==> config.mk <==
export PLATFORM = sky130hd
export DESIGN_NAME = rb_top
export DESIGN_NICKNAME = d
export VERILOG_FILES = /design/src/rtl/rb_pkg.sv /design/src/rtl/rb_index_ctr.sv /design/src/rtl/rb_word_mux.sv /design/src/rtl/rb_out_ctl.sv /design/src/rtl/rb_top.sv
export SDC_FILE = /design/constraint.sdc
export NUM_CORES = 1
export LEC_CHECK = 0
export ABC_AREA = 1
export BUFFER_PORTS_ARGS = -buffer_cell sky130_fd_sc_hd__buf_2
export CORE_MARGIN = 2
export CORE_UTILIZATION = 43
export CTS_BUF_LIST = sky130_fd_sc_hd__clkbuf_8
export DETAILED_ROUTE_END_ITERATION = 12
export HOLD_SLACK_MARGIN = 0.05
export PLACE_DENSITY_LB_ADDON = 0.3
export SLEW_MARGIN = 10
export SYNTH_ARGS = -nofsm -noshare
export SYNTH_HDL_FRONTEND = slang
export SYNTH_SLANG_ARGS = --single-unit
==> constraint.sdc <==
create_clock -name clk_i -period 1.35 [get_ports clk_i]
set_input_delay 0 -clock clk_i [delete_from_list [all_inputs] [get_ports clk_i]]
set_output_delay 0 -clock clk_i [all_outputs]
set_load 0.02 [all_outputs]
==> src/rtl/rb_pkg.sv <==
`timescale 1ns/1ps
package rb_pkg;
  function automatic int words_per(input int ow, input int dw);
    return (ow + dw - 1) / dw;
  endfunction
endpackage

==> src/rtl/rb_index_ctr.sv <==
`timescale 1ns/1ps
module rb_index_ctr #(
  parameter int NW = 4,
  parameter int IW = 2
) (
  input  logic          clk_i,
  input  logic          rst_ni,
  input  logic          clr_i,
  input  logic          adv_i,
  output logic [IW-1:0] idx_o
);
  localparam logic [IW-1:0] LAST = IW'(NW - 1);
  logic [IW-1:0] idx_q;

  always_ff @(posedge clk_i or negedge rst_ni) begin
    if (!rst_ni)       idx_q <= '0;
    else if (clr_i)    idx_q <= '0;
    else if (adv_i)    idx_q <= (idx_q == LAST) ? '0 : idx_q + 1'b1;
  end

  assign idx_o = idx_q;
endmodule

==> src/rtl/rb_word_mux.sv <==
`timescale 1ns/1ps
module rb_word_mux #(
  parameter int DW   = 9,
  parameter int OFFW = 16,
  parameter int WPO  = 2,
  parameter int IW   = 2
) (
  input  logic [OFFW-1:0] ae_i,
  input  logic [OFFW-1:0] af_i,
  input  logic [IW-1:0]   idx_i,
  output logic [DW-1:0]   word_o
);
  localparam int PW   = WPO * DW;
  localparam int SLOT = 1 << IW;

  logic [PW-1:0] ae_pad, af_pad;
  logic [DW-1:0] words [SLOT];

  always_comb begin
    ae_pad = '0;
    af_pad = '0;
    ae_pad[OFFW-1:0] = ae_i;
    af_pad[OFFW-1:0] = af_i;
  end

  for (genvar k = 0; k < SLOT; k++) begin : g_slot
    if (k < WPO) begin : g_ae
      assign words[k] = ae_pad[k*DW +: DW];
    end else if (k < 2*WPO) begin : g_af
      assign words[k] = af_pad[(k-WPO)*DW +: DW];
    end else begin : g_unused
      assign words[k] = '0;
    end
  end

  assign word_o = words[idx_i];
endmodule

==> src/rtl/rb_out_ctl.sv <==
`timescale 1ns/1ps
module rb_out_ctl #(
  parameter int DW = 9
) (
  input  logic          clk_i,
  input  logic          rst_ni,
  input  logic          clr_i,
  input  logic          fwft_i,
  input  logic          ld_ni,
  input  logic          ren_ni,
  input  logic          empty_i,
  input  logic          step_i,
  input  logic [DW-1:0] rb_word_i,
  input  logic [DW-1:0] fifo_word_i,
  output logic [DW-1:0] q_o,
  output logic          valid_o,
  output logic          sel_o,
  output logic          rd_en_o
);
  logic [DW-1:0] q_q;
  logic          valid_q, sel_q, consume;

  // FIFO side advances on a plain read, or on fall-through into an empty output
  always_comb begin
    consume = ld_ni & ~clr_i & (~ren_ni | (fwft_i & ~valid_q));
    rd_en_o = consume & ~empty_i;
  end

  always_ff @(posedge clk_i or negedge rst_ni) begin
    if (!rst_ni) begin
      q_q     <= '0;
      valid_q <= 1'b0;
      sel_q   <= 1'b0;
    end else if (clr_i) begin
      valid_q <= 1'b0;
    end else if (step_i) begin
      q_q   <= rb_word_i;
      sel_q <= 1'b1;
    end else if (consume) begin
      valid_q <= ~empty_i;
      if (!empty_i) begin
        q_q   <= fifo_word_i;
        sel_q <= 1'b0;
      end
    end
  end

  assign q_o     = q_q;
  assign valid_o = valid_q;
  assign sel_o   = sel_q;
endmodule

==> src/rtl/rb_top.sv <==
`timescale 1ns/1ps
module rb_top #(
  parameter int DW   = 9,
  parameter int OFFW = 16
) (
  input  logic            clk_i,
  input  logic            rst_ni,
  input  logic            part_rst_i,
  input  logic            fwft_i,
  input  logic            ld_ni,
  input  logic            ren_ni,
  input  logic            fifo_empty_i,
  input  logic [DW-1:0]   fifo_rdata_i,
  input  logic [OFFW-1:0] ae_off_i,
  input  logic [OFFW-1:0] af_off_i,
  output logic [DW-1:0]   q_o,
  output logic            q_valid_o,
  output logic            sel_offset_o,
  output logic            fifo_rd_en_o
);
  localparam int WPO = rb_pkg::words_per(OFFW, DW);
  localparam int NW  = 2 * WPO;
  localparam int IW  = $clog2(NW);

  logic          step;
  logic [IW-1:0] idx;
  logic [DW-1:0] rb_word;

  assign step = ~ld_ni & ~ren_ni & ~part_rst_i;

  rb_index_ctr #(.NW(NW), .IW(IW)) u_idx (
    .clk_i (clk_i),
    .rst_ni(rst_ni),
    .clr_i (part_rst_i),
    .adv_i (step),
    .idx_o (idx)
  );

  rb_word_mux #(.DW(DW), .OFFW(OFFW), .WPO(WPO), .IW(IW)) u_mux (
    .ae_i  (ae_off_i),
    .af_i  (af_off_i),
    .idx_i (idx),
    .word_o(rb_word)
  );

  rb_out_ctl #(.DW(DW)) u_out (
    .clk_i      (clk_i),
    .rst_ni     (rst_ni),
    .clr_i      (part_rst_i),
    .fwft_i     (fwft_i),
    .ld_ni      (ld_ni),
    .ren_ni     (ren_ni),
    .empty_i    (fifo_empty_i),
    .step_i     (step),
    .rb_word_i  (rb_word),
    .fifo_word_i(fifo_rdata_i),
    .q_o        (q_o),
    .valid_o    (q_valid_o),
    .sel_o      (sel_offset_o),
    .rd_en_o    (fifo_rd_en_o)
  );
endmodule

Word-level counts from Yosys, hierarchy flattened
Cells that the tools add are included.

Add/sub/neg operators: 1. Bitwise operators: 13. Order comparisons: 1. Reductions and logical operators: 5. Muxes and demuxes: 15. Eq/ne operators: 3.

Operator list (count): 2-to-1 mux 9 bit (5); binary-select mux 9 bit (select 2 bit) (1); bitwise AND 1 bit (6); 2-to-1 mux 1 bit (6); 2-to-1 mux 2 bit (3); nonzero test 2 bit (3); inverter 1 bit (5); >= comparator 3 bit, second input constant (1); inverter 2 -> 3 bit (1); AND reduction 3 bit (1); adder 2 x 1 -> 2 bit, second input constant (1); equality test 2 bit, second input constant (1); != test 2 x 1 -> 1 bit, second input constant (1); != test 2 bit, second input constant (1); AND reduction 2 bit (1); bitwise OR 1 bit (1).

Bits of input ports: 48. Flip-flop bits (word level): 13.

Longest topological paths before layout
Gate-level depths: netlist of the first run.

Word-level depth: 7. Gate-level depth with buffers: 8. Depth with buffers taken out: 8.

Cells and area by module
From an unflattened synthesis of the first run, not the netlist that was laid out.

Cells, all modules: 190. Area, all modules: 1084.8 um2.

By module, submodules not included: rb_out_ctl (times used 1, area an instance 600.6 um2, cells each 86); rb_word_mux (times used 1, area an instance 365.4 um2, cells each 88); rb_index_ctr (times used 1, area an instance 101.3 um2, cells each 12); rb_top (times used 1, area an instance 17.5 um2, cells each 4).

Worst setup path before layout of the first run
OpenSTA, ideal clock, no wires.

Path type: register -> register. From: register u_out.valid_q (netlist: u_out.valid_o). To: register u_out.q_q[0] (netlist: u_out.q_o[0]). Stages on the path, launching flop included: 9. Data required time: 1.232 ns. Path slack: 0.068 ns. Arrival time: 1.164 ns. Library setup time: 0.118 ns. Cell sequence: dfrtp_1 inv_1 nand2_1 nand2_1 nand3_2 inv_1 nand2_1 nand2_1 nor2_1.

Cells in the longest elaborated chain, start to end: 6.

RTL lines: start, declared (RTL line rb_out_ctl.sv:21) `logic valid_q, sel_q, consume;`; start signal, assigned (RTL line rb_out_ctl.sv:40) `valid_q <= ~empty_i;`; inverter 1 bit (RTL line rb_out_ctl.sv:25) `consume = ld_ni & ~clr_i & (~ren_ni | (fwft_i & ~valid_q));`; bitwise AND 1 bit (RTL line rb_out_ctl.sv:25); bitwise OR 1 bit (RTL line rb_out_ctl.sv:25); bitwise AND 1 bit (RTL line rb_out_ctl.sv:25); nonzero test 2 bit (no source line); AND reduction 3 bit (no source line); end signal, assigned (RTL line rb_out_ctl.sv:37) `q_q <= rb_word_i;`; end signal, assigned (RTL line rb_out_ctl.sv:42) `q_q <= fifo_word_i;`; end, declared (RTL line rb_out_ctl.sv:20) `logic [DW-1:0] q_q;`.

No other way between the ends. A chain may end at the register's enable or synchronous reset.

Worst setup path after layout of the first run
From: register u_out.valid_q (netlist: u_out.valid_o). To: output port fifo_rd_en_o.

Cells in the longest elaborated chain, start to end: 5.

RTL lines: inverter 1 bit (RTL line rb_out_ctl.sv:25); bitwise AND 1 bit (RTL line rb_out_ctl.sv:25); bitwise OR 1 bit (RTL line rb_out_ctl.sv:25); bitwise AND 1 bit (RTL line rb_out_ctl.sv:25); bitwise AND 1 bit (RTL line rb_out_ctl.sv:26) `rd_en_o = consume & ~empty_i;`; end, declared (RTL line rb_top.sv:19) `output logic fifo_rd_en_o`.

No other way between the ends.

==> summary.txt, run 1 <==
Run status
  • Status: completed

Placement
  • Post-Place Cell Area: 0.001236 sq mm
  • Post-place setup slack: 0.1239 ns
  • Routability Congestion: 0.8003
  • Post-DP HPWL: 1956 um
  • # port buffers: 59

Final layout
  • Ratio of cells with drive above 1 in the final layout: 35.07%
  • Area growth syn-to-layout: 40.62%
  • Design area: 0.001304 sq mm
  • ANT cells: 0
  • Final Net Count: 261
  • Fillers: 204

Routing
  • Wire length per cell: 10.09 um
  • Drt pass-1 iters: 4
  • Via density: 4.752
  • Post-Route WL: 2401 um
  • Initial DRC Count: 23
  • Via Count: 1131
  • DRT antenna net count: 0
  • DRC Markers: 0

Power and ir drop
  • Maximum VDD drop: 0.8447 mV
  • Flop pwr share: 39.2%
  • Pwr/cell area: 958.7 mW/mm^2
  • Leak: 0.7729 nW
  • Sw frac: 34.00%
  • Clock share of power: 26.8%
  • Combinational power share: 34.1%
  • P_int: 825.0 uW
  • Net Switching: 425.0 uW

Worst setup path
  • WP data required: 1.35 ns
  • R2R setup slack: 0.19 ns
  • RR Startpoint: u_out.valid_o$_DFFE_PN0P_
  • Worst setup path class: reg -> out
  • CP arrival: 1.26 ns
  • Reg2Reg Depth: 7
  • Crit-path max FO: 7
  • Worst r2r dst: u_out.q_o[3]$_DFFE_PN0P_
  • CP Launch Point: u_out.valid_o$_DFFE_PN0P_
  • Startpoint Class: register
  • CP endpoint kind: output pin
  • Worst setup endpoint: fifo_rd_en_o

Run
  • Max Cap Viol: 0

Timing
  • Clock skew: 0.003166 ns
  • Period minus WS final: 1.264 ns
  • Hold Vio Cnt, Final: 0
  • Final Cycle Share: 93.63%
  • Max Freq: 0.7912 GHz
  • Final Max Tran Viols: 0
  • Worst slew pin tran: 0.2923 ns
  • Slew headroom: 80.51%
  • Number of setup violations in the final report: 0
  • RSZ-0062 raised after global routing: yes
  • Final setup margin: 0.08605 ns

Clocking
  • Root buf cell: clkbuf_8
  • Worst-path clk slew: 0.06 ns
  • Clk_lat worst skew: 0.24 ns
  • CTS Buf Count: 3
  • CTS HTree Levels: 1
  • Longest Clk Path Bufs: 2
  • CTS Sinks: 13
  • CTS tree: done
  • Setup repair bufs after CTS: 0

Yosys
  • Count leader, synth: nand2_1
  • Synthesized area: 927.1 sq um
  • Netlist cell types: 16
  • Synthesis Warnings: 0
  • Yosys reg bits: 13
  • Syn Inst Count: 149
  • Synthesized area per cell: 6.222 sq um
  • Number of flops mapped to enable cells by yosys: 0
  • Share of the synthesized area in the top cell type: 35.09%
  • Top cells by area, synth: dfrtp_1 35%, nand2_1 32%, nand3_1 10%
  • Seq/Total Area, Yosys: 35.09%
  • Syn Nets: 198
  • Asr flop ratio synth: 100.0%
  • Synth Flop Type: dfrtp_1
  • Area leader, netlist: dfrtp_1
  • Most common library cells after synthesis: 79 x nand2_1, 19 x nand3_1, 19 x nor2_1, 13 x dfrtp_1

Min path
  • Hold crit path type: in -> reg

Floorplanning
  • Die W: 50.44 um
  • Die height: 50.44 um
  • IO Pins: 60
  • Initial Utilization: 46.31%
  • Core Rows: 16
  • Core Area: 0.002002 sq mm
  • Die ar.: 0.002544 sq mm

GRT
  • Tot GR Track Use: 20.19%
  • Pin count of the biggest net entering global routing: 19
  • Grt ovf: 0
  • Initial antenna violation count: 0
  • Vias in the first global route: 1052
  • Global-route wire length before repair: 4036 um
-- final cells by class --
type	instances	area, sq um	share of cell area (%)
clock buffer	3	41.29	3.167
inverter	6	30.03	2.303
clock inverter	1	3.754	0.2879
tap	27	33.78	2.591
multi-input combinational	126	549.3	42.13
sequential	13	325.3	24.95
timing repair buffer	62	320.3	24.57
-- layer usage --
metal,vias to the layer above,share of wire [%],track usage [%]
li1,590,-,-
met1,492,43,23.25
met2,43,48,37.72
met3,6,6.5,3.869
met4,0,1.7,5.405
met5,-,0,0
-- power groups by stage --
stage | sequential (mW) | combinational (mW) | clock [mW]
3_3_place_gp | 0.496 | 0.412 | 0
3_5_place_dp | 0.495 | 0.424 | 0
6_report | 0.489 | 0.426 | 0.335
5_1_grt | 0.499 | 0.476 | 0.360
2_1_floorplan | 0.573 | 0.176 | 0
4_1_cts | 0.490 | 0.427 | 0.342
-- critical path: stages, from the launching register on --
cell and delay, ns:
dfrtp_1 0.39, inv_1 0.06, nand2_1 0.04, nand2_1 0.11, nand3_4 0.14, inv_4 0.11
buf_2 0.17
-- flip-flops by register name (all words and copies together) (netlist names) --
signal / cells
u_out.q_o: 9
u_idx.idx_o: 2
u_out.sel_o: 1
u_out.valid_o: 1
-- through the flow --
step / utilization [%] / power, mW / hold slack [ns] / TNS (ns) / std cells
floorplan: - / 0.7492 / -0.2956 / 0 / 149
global placement: 61.75 / 0.9081 / -0.1019 / 0 / 233
detailed placement: 61.75 / 0.9192 / -0.09862 / 0 / 233
CTS: 64.50 / 1.259 / 0.05749 / 0 / 238
global route: 65.13 / 1.335 / 0.07803 / -0.005674 / 238
finish: 65.13 / 1.250 / 0.05669 / 0 / 238
-- worst min path at each step --
stage / slack, ns / cells after the start / endpoint / from
CTS: 0.06 / 5 / u_out.q_o[1]$_DFFE_PN0P_ / fifo_rdata_i[1]
global placement: -0.10 / 1 / u_idx.idx_o[1]$_DFFE_PN0P_ / rst_ni
global route: 0.08 / 5 / u_out.q_o[1]$_DFFE_PN0P_ / fifo_rdata_i[1]
finish: 0.06 / 5 / u_out.q_o[1]$_DFFE_PN0P_ / fifo_rdata_i[1]
detailed placement: -0.1 / 1 / u_idx.idx_o[1]$_DFFE_PN0P_ / rst_ni
floorplan: -0.30 / 0 / u_idx.idx_o[0]$_DFFE_PN0P_ / rst_ni
-- kinds of logic after synthesis --
group                      after synthesis  synth area share, %
and+or+nand+nor                        122                55.06
DFF                                     13                35.09
buffers and inverters                   10                6.748
AOI/OAI and AO/OA                        3                1.755
adders and majority gates                1                1.349
-- placed cells by master (no fill, tap or decap) --
master / instances
nand2_1: 78
buf_2: 59
nor2_1: 19
nand3_1: 19
dfrtp_1: 13
inv_1: 3
clkbuf_8: 3
inv_2: 2
o21ai_0: 2
nand3_2: 2
buf_4: 2
nand3_4: 1
inv_4: 1
nor2_2: 1
nand2_4: 1
clkinv_4: 1
nand2_2: 1
o22ai_1: 1
ha_1: 1
dlygate4sd3_1: 1
-- repair_timing --
item	in CTS	in global routing
gates resized for setup	1	3
hold buffers	1	0
hold endpoints to repair	13	0
pin swaps	0	0
setup endpoints to repair	1	7
(Power assumes the default switching activity.)
==> run 2, diff against run 1 <==
Settings changed: CELL_PAD_IN_SITES_DETAIL_PLACEMENT set to 0, CELL_PAD_IN_SITES_GLOBAL_PLACEMENT set to 1, CORE_UTILIZATION 43 to 27.
==> run 2 against run 1 <==
Net effect:
- combinational power is essentially flat
- register-to-register slack worse by 0.03 ns
- via count decreased by 2.6%
- clock power up 2%
- wire length increased by 13%
- critical path type unchanged
==> summary.txt, run 2 (synthesis results as in run 1) <==
Run status
  • Status: completed (unchanged)

Min path
  • Hold depth: 5 (unchanged)
  • Hold crit path type: in -> reg (unchanged)

Routing
  • DRT antenna net count: 0 (unchanged)
  • Initial DRC Count: 44 (was 23)
  • Wire length per cell: 10.42 um (was 10.09 um)
  • DRC Markers: 0 (unchanged)
  • Via Count: 1102 (was 1131)
  • Post-Route WL: 2708 um (was 2401 um)
  • Via density: 4.238 (was 4.752)
  • Drt pass-1 iters: 4 (unchanged)

Floorplanning
  • Core Rows: 21 (was 16)
  • Initial Utilization: 28.00% (was 46.31%)
  • Core Area: 0.003311 sq mm (was 0.002002 sq mm)
  • IO Pins: 60 (unchanged)
  • Die W: 62.60 um (was 50.44 um)
  • Die height: 62.60 um (was 50.44 um)
  • Die ar.: 0.003919 sq mm (was 0.002544 sq mm)

Final layout
  • Final Net Count: 264 (was 261)
  • Area occupied by multi-input gates: 539.3 sq um (was 549.3 sq um)
  • Most frequent cells in the layout: 79 x nand2_1, 59 x buf_2, 19 x nor2_1, 19 x nand3_1, 13 x dfrtp_1 (was 78 x nand2_1, 59 x buf_2, 19 x nor2_1, 19 x nand3_1, 13 x dfrtp_1)
  • Max reg flops: 9 (unchanged)
  • Final cell count without fillers: 260 (was 238)
  • Design area: 0.001343 sq mm (was 0.001304 sq mm)
  • Ratio of cells with drive above 1 in the final layout: 34.58% (was 35.07%)
  • ANT cells: 0 (unchanged)
  • Fillers: 384 (was 204)
  • Area growth syn-to-layout: 44.80% (was 40.62%)
  • Reg area: 325.3 sq um (unchanged)
  • Most common cell after layout, fill and taps aside: nand2_1 (unchanged)

Worst setup path
  • Crit path cell chain: inv_1 -> nand2_1 -> nand2_1 -> nand3_2 -> inv_2 -> buf_2 (was inv_1 -> nand2_1 -> nand2_1 -> nand3_4 -> inv_4 -> buf_2)
  • CP peak stage delay: 0.39 ns (about the same)
  • Crit-path max FO: 7 (unchanged)
  • R2R setup slack: 0.16 ns (was 0.19 ns)
  • Reg2Reg Depth: 7 (unchanged)
  • Worst setup endpoint: fifo_rd_en_o (unchanged)
  • CP Launch Point: u_out.valid_o$_DFFE_PN0P_ (unchanged)
  • Worst r2r dst: u_out.q_o[0]$_DFFE_PN0P_ (was u_out.q_o[3]$_DFFE_PN0P_)
  • CP endpoint kind: output pin (unchanged)
  • WP data required: 1.35 ns (about the same)
  • Worst setup path class: reg -> out (unchanged)
  • Most frequent CP cell: nand2_1 (unchanged)
  • CP arrival: 1.21 ns (was 1.26 ns)
  • RR Startpoint: u_out.valid_o$_DFFE_PN0P_ (unchanged)
  • Slowest-stage cell, CP: dfrtp_1 (unchanged)
  • Startpoint Class: register (unchanged)

Clocking
  • CTS Sinks: 13 (unchanged)
  • CTS HTree Levels: 1 (unchanged)
  • CTS Buf Count: 3 (unchanged)
  • Worst-path clk slew: 0.06 ns (about the same)
  • Clk_lat worst skew: 0.24 ns (about the same)
  • CTS tree: done (unchanged)
  • Root buf cell: clkbuf_8 (unchanged)
  • Longest Clk Path Bufs: 2 (unchanged)

Timing
  • Period minus WS final: 1.212 ns (was 1.264 ns)
  • Hold Vio Cnt, Final: 0 (unchanged)
  • Max Freq: 0.8251 GHz (was 0.7912 GHz)
  • Number of setup violations in the final report: 0 (unchanged)
  • Setup TNS: 0 ns (unchanged)
  • Worst slew pin tran: 0.3199 ns (was 0.2923 ns)
  • Final Max Tran Viols: 0 (unchanged)
  • Clock skew: 0.007902 ns (was 0.003166 ns)
  • RSZ-0062 raised after global routing: no (was yes)
  • Final setup margin: 0.1380 ns (was 0.08605 ns)
  • Slew headroom: 78.62% (was 80.51%)
  • Final Cycle Share: 89.78% (was 93.63%)

Placement
  • Post-Place Cell Area: 0.001267 sq mm (was 0.001236 sq mm)
  • Routability Congestion: 0.7319 (was 0.8003)
  • Post-DP HPWL: 2202 um (was 1956 um)
  • Dpl cells: 253 (was 233)
  • # port buffers: 59 (unchanged)
  • Post-place setup slack: 0.1923 ns (was 0.1239 ns)

Power and ir drop
  • Leak: 0.7857 nW (was 0.7729 nW)
  • Power Total: 1.260 mW (was 1.250 mW)
  • Pwr/cell area: 938.7 mW/mm^2 (was 958.7 mW/mm^2)
  • Maximum VDD drop: 0.3984 mV (was 0.8447 mV)

GRT
  • Grt ovf: 0 (unchanged)
  • Initial antenna violation count: 0 (unchanged)
  • Vias in the first global route: 1059 (was 1052)
  • Tot GR Track Use: 14.52% (was 20.19%)
  • Pin count of the biggest net entering global routing: 19 (unchanged)
  • Global-route wire length before repair: 4616 um (was 4036 um)

Run
  • Max Cap Viol: 0 (unchanged)
run 2: final cells by class:
class                           count  share of cell area (%)
Tap cell                           46                   4.287
Clock buffer                        3                   3.075
Clock inverter                      1                  0.2796
Multi-Input combinational cell    126                   40.17
Sequential cell                    13                   24.23
Timing Repair Buffer               65                   25.91
Inverter                            6                   2.050
run 2: worst min-delay path by stage:
stage / from / to / slack [ns]
after floorplan: rst_ni / u_idx.idx_o[0]$_DFFE_PN0P_ / -0.30
after global placement: rst_ni / u_out.q_o[8]$_DFFE_PN0P_ / -0.09
after detailed placement: rst_ni / u_out.q_o[8]$_DFFE_PN0P_ / -0.09
after CTS: fifo_rdata_i[6] / u_out.q_o[6]$_DFFE_PN0P_ / 0.07
after global routing: fifo_rdata_i[2] / u_out.q_o[2]$_DFFE_PN0P_ / 0.11
final: fifo_rdata_i[4] / u_out.q_o[4]$_DFFE_PN0P_ / 0.07
run 2: per-layer routing:
layer  routed length (um)  up-vias  track usage (%)
met3                  189        2            2.883
met1                 1380      457            20.60
li1                     -      597                -
met5                    0        -                0
met4                   21        0            5.000
met2                 1116       46            21.91
run 2: worst max-delay path, delay by kind of cell, from the launching register on:
kind / cells / cell delay (ns)
simple gates: 3 / 0.22
flops: 1 / 0.39
buf+inv: 3 / 0.36
run 2: where the power goes:
| part | switching (mW) | internal, mW | total [mW] |
|---|---|---|---|
| clock | 0.141 | 0.201 | 0.341 |
| combinational | 0.255 | 0.174 | 0.429 |
| sequential | 0.0359 | 0.455 | 0.490 |
run 2: timing repair:
| item | CTS | global route |
|---|---|---|
| hold endpoints to repair | 15 | 0 |
| hold buffers | 3 | 0 |
| gates resized for setup | 0 | 1 |
| buffers inserted | 0 | 0 |
| endpoints found under the setup margin | 0 | 1 |
run 2: metrics by stage:
| step | util, % | hold WS, ns |
|---|---|---|
| finish | 40.55 | 0.06928 |
| detailed placement | 38.28 | -0.08973 |
| floorplan | - | -0.2956 |
| global route | 40.55 | 0.1128 |
| global placement | 38.28 | -0.09340 |
| CTS | 40.55 | 0.07122 |
